## src/rtl/cas_pkg.sv

```systemverilog
package cas_pkg;
    typedef enum logic [1:0] {
        OP_READ  = 2'd0,
        OP_WRITE = 2'd1,
        OP_CAS   = 2'd2
    } op_e;

    localparam logic [63:0] RSP_OK   = 64'd0;
    localparam logic [63:0] RSP_FAIL = 64'd1;
endpackage

```

## src/rtl/cas_pick.sv

```systemverilog
module cas_pick #(
    parameter int N = 4,
    localparam int IW = (N > 1) ? $clog2(N) : 1
) (
    input  logic [N-1:0]  mask,
    output logic [IW-1:0] idx,
    output logic          any
);
    always_comb begin
        idx = '0;
        for (int i = N - 1; i >= 0; i--) begin
            if (mask[i]) idx = IW'(i);
        end
        any = |mask;
    end
endmodule

```

## src/rtl/cas_store.sv

```systemverilog
module cas_store #(
    parameter int WORDS      = 16,
    parameter int LINE_WORDS = 4,
    parameter int NSRC       = 4,
    localparam int AW    = $clog2(WORDS),
    localparam int LWW   = $clog2(LINE_WORDS),
    localparam int LINES = WORDS / LINE_WORDS,
    localparam int SW    = (NSRC > 1) ? $clog2(NSRC) : 1
) (
    input  logic            clk,
    input  logic            rst_n,
    input  logic [AW-1:0]   addr,
    output logic [31:0]     rd_word,
    output logic [63:0]     rd_pair,
    output logic [NSRC-1:0] sharers,
    input  logic            wr_en,
    input  logic            wr_wide,
    input  logic [63:0]     wr_data,
    input  logic            sh_set,
    input  logic [SW-1:0]   sh_src
);
    logic [WORDS-1:0][31:0]     mem_d, mem_q;
    logic [LINES-1:0][NSRC-1:0] sh_d, sh_q;
    logic [AW-1:0]              even_a, odd_a;
    logic [AW-LWW-1:0]          line_a;

    always_comb begin
        even_a  = {addr[AW-1:1], 1'b0};
        odd_a   = {addr[AW-1:1], 1'b1};
        line_a  = addr[AW-1:LWW];
        rd_word = mem_q[addr];
        rd_pair = {mem_q[odd_a], mem_q[even_a]};
        sharers = sh_q[line_a];
        mem_d   = mem_q;
        sh_d    = sh_q;
        if (wr_en) begin
            if (wr_wide) begin
                mem_d[even_a] = wr_data[31:0];
                mem_d[odd_a]  = wr_data[63:32];
            end else begin
                mem_d[addr] = wr_data[31:0];
            end
        end
        if (sh_set) sh_d[line_a][sh_src] = 1'b1;
    end

    always_ff @(posedge clk) begin
        if (!rst_n) begin
            mem_q <= '0;
            sh_q  <= '0;
        end else begin
            mem_q <= mem_d;
            sh_q  <= sh_d;
        end
    end
endmodule

```

## src/rtl/cas_handler.sv

```systemverilog
module cas_handler #(
    parameter int WORDS      = 16,
    parameter int LINE_WORDS = 4,
    parameter int NSRC       = 4,
    localparam int AW = $clog2(WORDS),
    localparam int SW = (NSRC > 1) ? $clog2(NSRC) : 1,
    localparam int CW = $clog2(NSRC + 1)
) (
    input  logic          clk,
    input  logic          rst_n,
    input  logic          cmd_valid,
    output logic          cmd_ready,
    input  logic [1:0]    cmd_op,
    input  logic          cmd_cached,
    input  logic          cmd_wide,
    input  logic [SW-1:0] cmd_src,
    input  logic [AW-1:0] cmd_addr,
    input  logic [63:0]   cmd_expect,
    input  logic [63:0]   cmd_wdata,
    output logic          rsp_valid,
    output logic [SW-1:0] rsp_src,
    output logic [63:0]   rsp_data,
    output logic          upd_valid,
    input  logic          upd_ready,
    output logic [SW-1:0] upd_dst,
    output logic [AW-1:0] upd_addr,
    output logic [63:0]   upd_data,
    input  logic          ack_valid
);
    import cas_pkg::*;

    typedef struct packed {
        logic            busy;
        logic [NSRC-1:0] pend;
        logic [CW-1:0]   cnt;
        logic [AW-1:0]   addr;
        logic [63:0]     data;
        logic [SW-1:0]   src;
        logic            rsp_v;
        logic [SW-1:0]   rsp_src;
        logic [63:0]     rsp_data;
    } state_t;

    state_t s_d, s_q;

    logic [31:0]     rd_word;
    logic [63:0]     rd_pair;
    logic [NSRC-1:0] sharers;
    logic            wr_en, sh_set;
    logic [63:0]     cur_val, exp_val, new_val;
    logic            match, accept;
    logic [NSRC-1:0] start_mask;
    logic            start;
    logic [SW-1:0]   pick_idx;
    logic            pick_any;

    cas_store #(.WORDS(WORDS), .LINE_WORDS(LINE_WORDS), .NSRC(NSRC)) u_store (
        .clk(clk), .rst_n(rst_n), .addr(cmd_addr),
        .rd_word(rd_word), .rd_pair(rd_pair), .sharers(sharers),
        .wr_en(wr_en), .wr_wide(cmd_wide), .wr_data(new_val),
        .sh_set(sh_set), .sh_src(cmd_src)
    );

    cas_pick #(.N(NSRC)) u_pick (
        .mask(s_q.pend), .idx(pick_idx), .any(pick_any)
    );

    always_comb begin
        s_d        = s_q;
        s_d.rsp_v  = 1'b0;
        wr_en      = 1'b0;
        sh_set     = 1'b0;
        start      = 1'b0;
        start_mask = '0;
        cmd_ready  = !s_q.busy;
        accept     = cmd_valid && cmd_ready;
        cur_val    = cmd_wide ? rd_pair : {32'd0, rd_word};
        exp_val    = cmd_wide ? cmd_expect : {32'd0, cmd_expect[31:0]};
        new_val    = cmd_wide ? cmd_wdata : {32'd0, cmd_wdata[31:0]};
        match      = (cur_val == exp_val);
        upd_valid  = s_q.busy && pick_any;
        upd_dst    = pick_idx;
        upd_addr   = s_q.addr;
        upd_data   = s_q.data;

        if (accept) begin
            case (op_e'(cmd_op))
                OP_READ: begin
                    s_d.rsp_v    = 1'b1;
                    s_d.rsp_src  = cmd_src;
                    s_d.rsp_data = cur_val;
                    sh_set       = cmd_cached;
                end
                OP_WRITE: begin
                    wr_en      = 1'b1;
                    start      = 1'b1;
                    start_mask = sharers & ~(NSRC'(1) << cmd_src);
                end
                OP_CAS: begin
                    if (match) begin
                        wr_en      = 1'b1;
                        start      = 1'b1;
                        start_mask = sharers;
                    end else begin
                        s_d.rsp_v    = 1'b1;
                        s_d.rsp_src  = cmd_src;
                        s_d.rsp_data = RSP_FAIL;
                    end
                end
                default: ;
            endcase
        end

        if (start) begin
            s_d.busy = 1'b1;
            s_d.pend = start_mask;
            s_d.cnt  = CW'($countones(start_mask));
            s_d.addr = cmd_addr;
            s_d.data = new_val;
            s_d.src  = cmd_src;
        end

        if (s_q.busy) begin
            if (upd_valid && upd_ready) s_d.pend[pick_idx] = 1'b0;
            if (ack_valid && s_q.cnt != '0) s_d.cnt = s_q.cnt - 1'b1;
            if (s_q.pend == '0 && s_q.cnt == '0) begin
                s_d.busy     = 1'b0;
                s_d.rsp_v    = 1'b1;
                s_d.rsp_src  = s_q.src;
                s_d.rsp_data = RSP_OK;
            end
        end

        rsp_valid = s_q.rsp_v;
        rsp_src   = s_q.rsp_src;
        rsp_data  = s_q.rsp_data;
    end

    always_ff @(posedge clk) begin
        if (!rst_n) s_q <= '0;
        else        s_q <= s_d;
    end


    busy_blocks_cmd_chk: assert property (@(posedge clk) disable iff (!rst_n)
        (s_q.cnt != '0 || upd_valid) |-> !cmd_ready);


    no_early_rsp_chk: assert property (@(posedge clk) disable iff (!rst_n)
        (s_q.cnt != '0) |-> !rsp_valid);


    upd_hold_chk: assert property (@(posedge clk) disable iff (!rst_n)
        (upd_valid && !upd_ready) |=> (upd_valid && $stable(upd_dst) && $stable(upd_data)));


    upd_order_chk: assert property (@(posedge clk) disable iff (!rst_n)
        (upd_valid && upd_ready) |=> (!upd_valid || upd_dst > $past(upd_dst)));


    cas_fail_chk: assert property (@(posedge clk) disable iff (!rst_n)
        (accept && cmd_op == 2'd2 && !match) |=> (rsp_valid && rsp_data == RSP_FAIL && !upd_valid));


    read_rsp_chk: assert property (@(posedge clk) disable iff (!rst_n)
        (accept && cmd_op == 2'd0) |=> (rsp_valid && rsp_src == $past(cmd_src)));
endmodule

```

## config.mk

```make
export PLATFORM = sky130hd
export DESIGN_NAME = cas_handler
export DESIGN_NICKNAME = d
export VERILOG_FILES = /design/src/rtl/cas_pkg.sv /design/src/rtl/cas_pick.sv /design/src/rtl/cas_store.sv /design/src/rtl/cas_handler.sv
export SDC_FILE = /design/constraint.sdc
export NUM_CORES = 2
export LEC_CHECK = 0
export BUFFER_PORTS_ARGS = -buffer_cell sky130_fd_sc_hd__buf_4
export CORE_MARGIN = 3
export CORE_UTILIZATION = 40
export CTS_CLUSTER_SIZE = 16
export DETAILED_ROUTE_END_ITERATION = 8
export GPL_ROUTABILITY_DRIVEN = 1
export GPL_TIMING_DRIVEN = 0
export HOLD_SLACK_MARGIN = 0.05
export PLACE_DENSITY = 0.6
export SETUP_SLACK_MARGIN = 0.1
export SYNTH_ARGS = -nofsm -noshare
export SYNTH_HDL_FRONTEND = slang
export SYNTH_SLANG_ARGS = --single-unit
```

## constraint.sdc

```tcl
create_clock -name clk -period 11.39 [get_ports clk]
set_input_delay 0.5695 -clock clk [delete_from_list [all_inputs] [get_ports clk]]
set_output_delay 0.5695 -clock clk [all_outputs]
set_load 0.02 [all_outputs]
```

## Word level (Yosys, flattened, before mapping)

Index checks and enable logic that the tools add are counted.
W data, S select, Z words.

- Register bits after elaboration: 673

- $add $sub $neg: 4
- $lt $le $gt $ge: 12
- Equal/unequal tests: 3
- Shift-type cells: 1
- Mux-type cells: 49
- Bitwise operators: 5
- Reduce and logical (&&, ||, !) cells: 17

Operators with widths:

| operator | number |
|---|---|
| $bwmux W512 | 3 |
| $mux W512 | 1 |
| $mux W67 | 4 |
| $bmux W32 S3 | 2 |
| $demux W32 S3 | 2 |
| $mux W32 | 6 |
| $mux W64 | 3 |
| $pmux W67 S2 | 1 |
| $bmux W32 S4 | 1 |
| $demux W32 S4 | 1 |
| $mux W78 | 1 |
| $eq A64 B64 Y1 | 1 |
| $mux W4 | 5 |
| $or A16 B16 Y16 | 1 |
| $lt A4 B5 Y1 const B | 3 |
| $ge A4 B1 Y1 const B | 3 |
| $logic_and A1 B1 Y1 | 11 |
| $lt A2 B3 Y1 const B | 3 |
| $and A4 B4 Y4 | 2 |
| $bmux W4 S2 | 1 |
| $demux W4 S2 | 1 |
| $mux W2 | 4 |
| $mux W8 | 1 |
| $not A4 Y4 | 2 |
| other kinds (18) | 28 |

## Logic depth before layout (Yosys ltp)

- Depth in word-level cells: 13
- Mapped depth: 26

## By module

A second synthesis with hierarchy kept.

- Cells, all modules: 3899
- Area total of the unflattened synthesis: 36870.4 sq um

By module, submodules not included:

| module | instances | cells an instance | area an instance (sq um) | seq. area each (sq um) |
|---|---|---|---|---|
| cas_store | 1 | 3024 | 29117.9 | 10570.1 |
| cas_handler | 1 | 868 | 7717.4 | 2902.8 |
| cas_pick | 1 | 7 | 35.0 | 0.0 |

## Worst setup path after synthesis

No wires, ideal clock.

- Path kind: input -> register
- From: in cmd_addr[1]
- To: reg s_q[138] (netlist bit)
- Library setup time: 128 ps
- Data arrival time: 5509 ps
- Slack: 5754 ps
- Cell stages on the path: 23
- Buffers on the path: 8
- Cell sequence: buf_4 -> buf_6 -> buf_6 -> buf_4 -> buf_4 -> buf_2 -> mux2i_1 -> o22ai_1 -> nor4_1 -> nor3_1 -> a2111oi_1 -> nand4_1 -> or4_4 -> nor4_4 -> buf_4 -> buf_4 -> o211ai_1 -> fa_1 -> inv_1 -> ha_1 -> ha_1 -> o211ai_1 -> a31oi_1

- Cells in the longest elaborated chain, start to end: 12
- Elaborated cells on any way between the ends: 20
- Those cells by class: add/sub: 3; eq/ne: 1; mux: 16

RTL lines:

| element | RTL line | source |
|---|---|---|
| start, declared | cas_handler.sv:17 | `input logic [AW-1:0] cmd_addr,` |
| $bmux W32 S4 or $bmux W32 S3 (tied branches) | cas_store.sv:31, cas_store.sv:32 |  |
| $mux W32 (on tied branches) | cas_store.sv:31, cas_store.sv:32 |  |
| $mux W64 * | cas_handler.sv:77 | `cur_val = cmd_wide ? rd_pair : {32'd0, rd_word};` |
| $eq A64 B64 Y1 * | cas_handler.sv:80 | `match = (cur_val == exp_val);` |
| $mux W4 | cas_handler.sv:100 | `if (match) begin` |
| $pmux W4 S2 | cas_handler.sv:87 | `case (op_e'(cmd_op))` |
| $mux W4 | cas_handler.sv:86 | `if (accept) begin` |
| $add A1 B1 Y2 (implied by the code) | cas_handler.sv:117 | `s_d.cnt = CW'($countones(start_mask));` |
| $add A2 B2 Y3 (implied by the code) | cas_handler.sv:117 |  |
| $mux W78 * | cas_handler.sv:114 | `if (start) begin` |
| $mux W3 | cas_handler.sv:125 | `if (ack_valid && s_q.cnt != '0) s_d.cnt = s_q.cnt - 1'b1;` |
| $mux W8 * | cas_handler.sv:123 | `if (s_q.busy) begin` |
| end signal, assigned | cas_handler.sv:140 | `if (!rst_n) s_q <= '0;` |
| end signal, assigned | cas_handler.sv:141 | `else s_q <= s_d;` |
| end, declared | cas_handler.sv:44 | `state_t s_d, s_q;` |

Mark *: on every way between the ends. The rest lies on a longest branch, timed or not. The select of a mux whose other input is x is not followed.
A chain may end at the register's enable or synchronous reset.

## Worst setup path after layout

- From: in cmd_addr[2]
- To: reg s_q[138] (netlist bit)

- Cells in the longest elaborated chain, start to end: 12
- Elaborated cells on any way between the ends: 23
- Those cells by class: add/sub: 3; eq/ne: 1; mux: 18; bitwise: 1

RTL lines:

| element | RTL line |
|---|---|
| $bmux W32 S4 or $bmux W32 S3 (tied branches) | cas_store.sv:31, cas_store.sv:32 |
| $mux W32 (on tied branches) | cas_store.sv:31, cas_store.sv:32 |
| $mux W64 | cas_handler.sv:77 |
| $eq A64 B64 Y1 | cas_handler.sv:80 |
| $mux W4 | cas_handler.sv:100 |
| $pmux W4 S2 | cas_handler.sv:87 |
| $mux W4 | cas_handler.sv:86 |
| $add A1 B1 Y2 (implied by the code) | cas_handler.sv:117 |
| $add A2 B2 Y3 (implied by the code) | cas_handler.sv:117 |
| $mux W78 * | cas_handler.sv:114 |
| $mux W3 | cas_handler.sv:125 |
| $mux W8 * | cas_handler.sv:123 |

Marks and branches as above.

==> results.yml <==
run:
  cap_violations: 10
clock_network:
  cts-root-buf: "clkbuf_16"
  cts_tree: "yes"
  clk_latency_ns: 0.68
  cts_resized: 0
  cts_setup_buffers: 0
  cts_hold_buf: 0
  clk_pin_slew_ns: 0.06
  cts.sinks: 673
  numCtsBuffers: 79
  h-tree-depth: 3
  clockBufferDepth: 3
outcome:
  violations: "max-capacitance violations, max-slew violations"
  status: "finished with violations"
synthesis:
  syn_area_mm2: 0.03540
  synth_top_area_share_pct: 38.05
  synth.most_common_cell: "mux2i_1"
  synthCells: 3716
  synth_seq_cells: 673
  yosys_warnings: 0
  yosys.cell_types.count: 82
  syn_nets: 3867
  ys_async_sr_fraction_pct: 0
  synthFlopType: "dfxtp_1"
  synth_top_cell_by_area: "dfxtp_1"
  synth.avg_cell_area_um2: 9.527
  ys_seq_area_share_pct: 38.05
  yosys-top-cells-area: "dfxtp_1 (38%), mux2i_1 (20%), nand2_1 (6.8%)"
  synth-edff-count: 0
  synth_commonest_cells: "mux2i_1 (721), dfxtp_1 (673), nand2_1 (644), clkbuf_1 (180), buf_4 (156)"
sta:
  slew_headroom_pct: -12.47
  hold_viol: 0
  tightest_slew_ns: 1.687
  finalSetupTns_ns: 0
  rsz0062_at_grt: "false"
  min_period_ns: 10.04
  fmax_mhz: 99.63
  setup_viol: 0
  fin_crit_sh_pct: 88.12
  clock_skew_ns: 0.02628
  setup_ws_ns: 1.353
  slew_viol_final: 99
floorplanning:
  fp.dieW_um: 303.5
  coreArea_mm2: 0.08729
  dieArea_mm2: 0.09212
  die_y_um: 303.5
  start_util_pct: 40.56
  pin_count: 282
  rows: 108
pwr:
  combPwrFrac_pct: 12.7
  power.internal_uw: 4170
  power_frac_seq_pct: 40.6
  p_leak_uw: 0.01901
  peakVddDrop_v: 0.00009907
  pwr-share-clk_pct: 46.7
  finalPower_uw: 5854
  switching_share_pct: 28.76
  p_sw_uw: 1684
  power.density_mw_per_mm2: 139.8
critical_path:
  cp-startpoint: "cmd_addr[2]"
  cp-endpoint: "s_q[138]"
  rr_worst_depth: 17
  worst_setup_path_end_kind: "flip-flop"
  required_ns: 11.98
  reg2reg_to: "s_q[138]"
  r2r-start: "u_store.mem_q[143]"
  cp-start-kind: "input port"
  path_buf_inv: 9
  slowest_delay_ns: 1.22
  crit_path_max_fanout: 10
  cp_cell_sequence: "buf_2 > buf_2 > buf_2 > buf_2 > buf_1 > buf_2 > mux2i_1 > o21ai_0 > a221oi_1 > nor3_1 > a2111oi_0 > nand3_1 > nand4b_1 > nor4_4 > buf_4 > buf_4 > o211ai_1 > fa_1 > inv_1 > ha_1 > ha_1 > o211ai_1 > a31oi_1"
  cp_slowest_cell: "buf_1"
  cp_common_cell: "buf_2"
  cp_top_family: "buffers and inverters"
  path_class: "in2reg"
  arrival_ns: 10.62
  r2r_setup_slack_ns: 4.27
  path_depth: 23
global_routing:
  grt_max_degree: 14
  globalRouteMet2Util_pct: 61.72
  grt_usage_pct: 43.86
  met1_usage_pct: 55.48
  antenna_found_initial: 12
  grt.met3_usage_pct: 15.46
  grt_pass1_vias: 32280
  grt_pass1_wl_mm: 275.3
  overflow: 0
  busiest_layer: "met2"
finish:
  area_growth_pct: 18.30
  final_cells: 5310
  drive_gt1_share_pct: 20.52
  layout.nets: 4239
  final_core_util_pct: 47.98
detailed_routing:
  drt-total-wl_mm: 207.9
  drtIter0Drc: 4833
  route.detailed.drc: 0
  drtAntennaViolNets: 0
  avgRoutedWirePerCell_um: 39.16
  vias: 34410
  vias_per_cell: 6.481
  dr.pass1.iters: 8
placement:
  pre_cts_slack_ns: 1.482
  place_hpwl_mm: 158.5
  place_congestion: 1.070
  io_buffers: 278
  dp.cells: 5161
min_path:
  hp-class: "in2reg"
how the worst min path moves through the flow:
| stage | slack (ns) | to | cells past startpoint | startpoint |
|---|---|---|---|---|
| 2_1_floorplan | 0.43 | rsp_data[18] | 1 | rsp_data[18] |
| 5_1_grt | 0.20 | upd_data[53] | 3 | cmd_wdata[53] |
| 3_5_place_dp | 0.45 | rsp_data[1] | 1 | rsp_data[1] |
| 6_report | 0.20 | upd_data[32] | 3 | cmd_wdata[32] |
| 3_3_place_gp | 0.44 | rsp_data[13] | 1 | rsp_data[13] |
| 4_1_cts | 0.19 | upd_data[38] | 3 | cmd_wdata[38] |
cell usage in the layout, fill, tap and decap left out, drive strengths merged, types with 29 or more instances in the layout:
master and count:
dfxtp 673, buf 570, inv 44, nand2 644, o2111ai 41, o22ai 63
nand2b 29, clkbuf 293, nor2 98, mux2i 721, mux2 51, o2bb2ai 41
a21oi 126, o21ai 31, o211ai 144, nor3 42, a22o 69, mux4 71
worst register-to-register path, stage by stage, from the launching register on:
cell and delay (ns):
dfxtp_1 0.36, mux4_2 0.58, mux2_2 0.35, a2111oi_0 0.86, nor3_1 0.27, a2111oi_0 0.87, nand3_1 0.17, nand4b_1 0.69
nor4_4 0.67, buf_4 0.36, buf_4 0.25, o211ai_1 0.19, fa_1 0.61, inv_1 0.04, ha_1 0.19, ha_1 0.27
o211ai_1 0.09, a31oi_1 0.23
metal layers:
metal / part of all wire, % / vias up
li1: - / 14170
met1: 39 / 16920
met2: 40 / 2650
met3: 13 / 658
met4: 8.8 / 14
met5: 0.060 / -
power groups by stage:
stage / combinational [uW] / sequential, uW / clock [uW]
after floorplan: 310 / 2430 / 0
after CTS: 696 / 2380 / 2730
after detailed placement: 694 / 2430 / 0
final: 741 / 2380 / 2730
after global placement: 693 / 2430 / 0
after global routing: 724 / 2380 / 2820
logic make-up (layout without fill, tap and decap cells):
| logic type | count (synthesis) | in the layout | share of synthesized area [%] |
|---|---|---|---|
| flops | 673 | 673 | 38.05 |
| compound gates | 702 | 702 | 15.07 |
| other cells | 0 | 3 | 0 |
| buf+inv | 499 | 935 | 7.535 |
| fa+ha+maj | 8 | 8 | 0.3039 |
| mux | 843 | 843 | 26.53 |
| xor+xnor | 33 | 33 | 0.8164 |
| simple gates | 958 | 958 | 11.68 |
area by class of cell:
cell class | instances | area, um^2
tap | 1155 | 1445
timing repair buffer | 291 | 2206
clock inverter | 32 | 479.2
multi-input combinational | 2544 | 19340
sequential | 673 | 13470
antenna | 3 | 7.507
clock buffer | 113 | 2265
fill | 8426 | 45410
buffer | 459 | 2517
inverter | 40 | 150.1
stage by stage:
step | hold WS (ns) | cell area, um^2
after floorplan | 0.4277 | 35400
after global placement | 0.4405 | 38940
after CTS | 0.1879 | 41860
final | 0.1952 | 41880
after global routing | 0.1969 | 41870
after detailed placement | 0.4456 | 39120
sequential cells by signal, summed over array words and instances, names as in the netlist:
signal	flops
u_store.mem_q	512
rsp_data	64
upd_data	64
u_store.sh_q	16
s_q	10
upd_addr	4
rsp_src	2
rsp_valid	1
No activity file was read; power rests on OpenSTA's default activity.
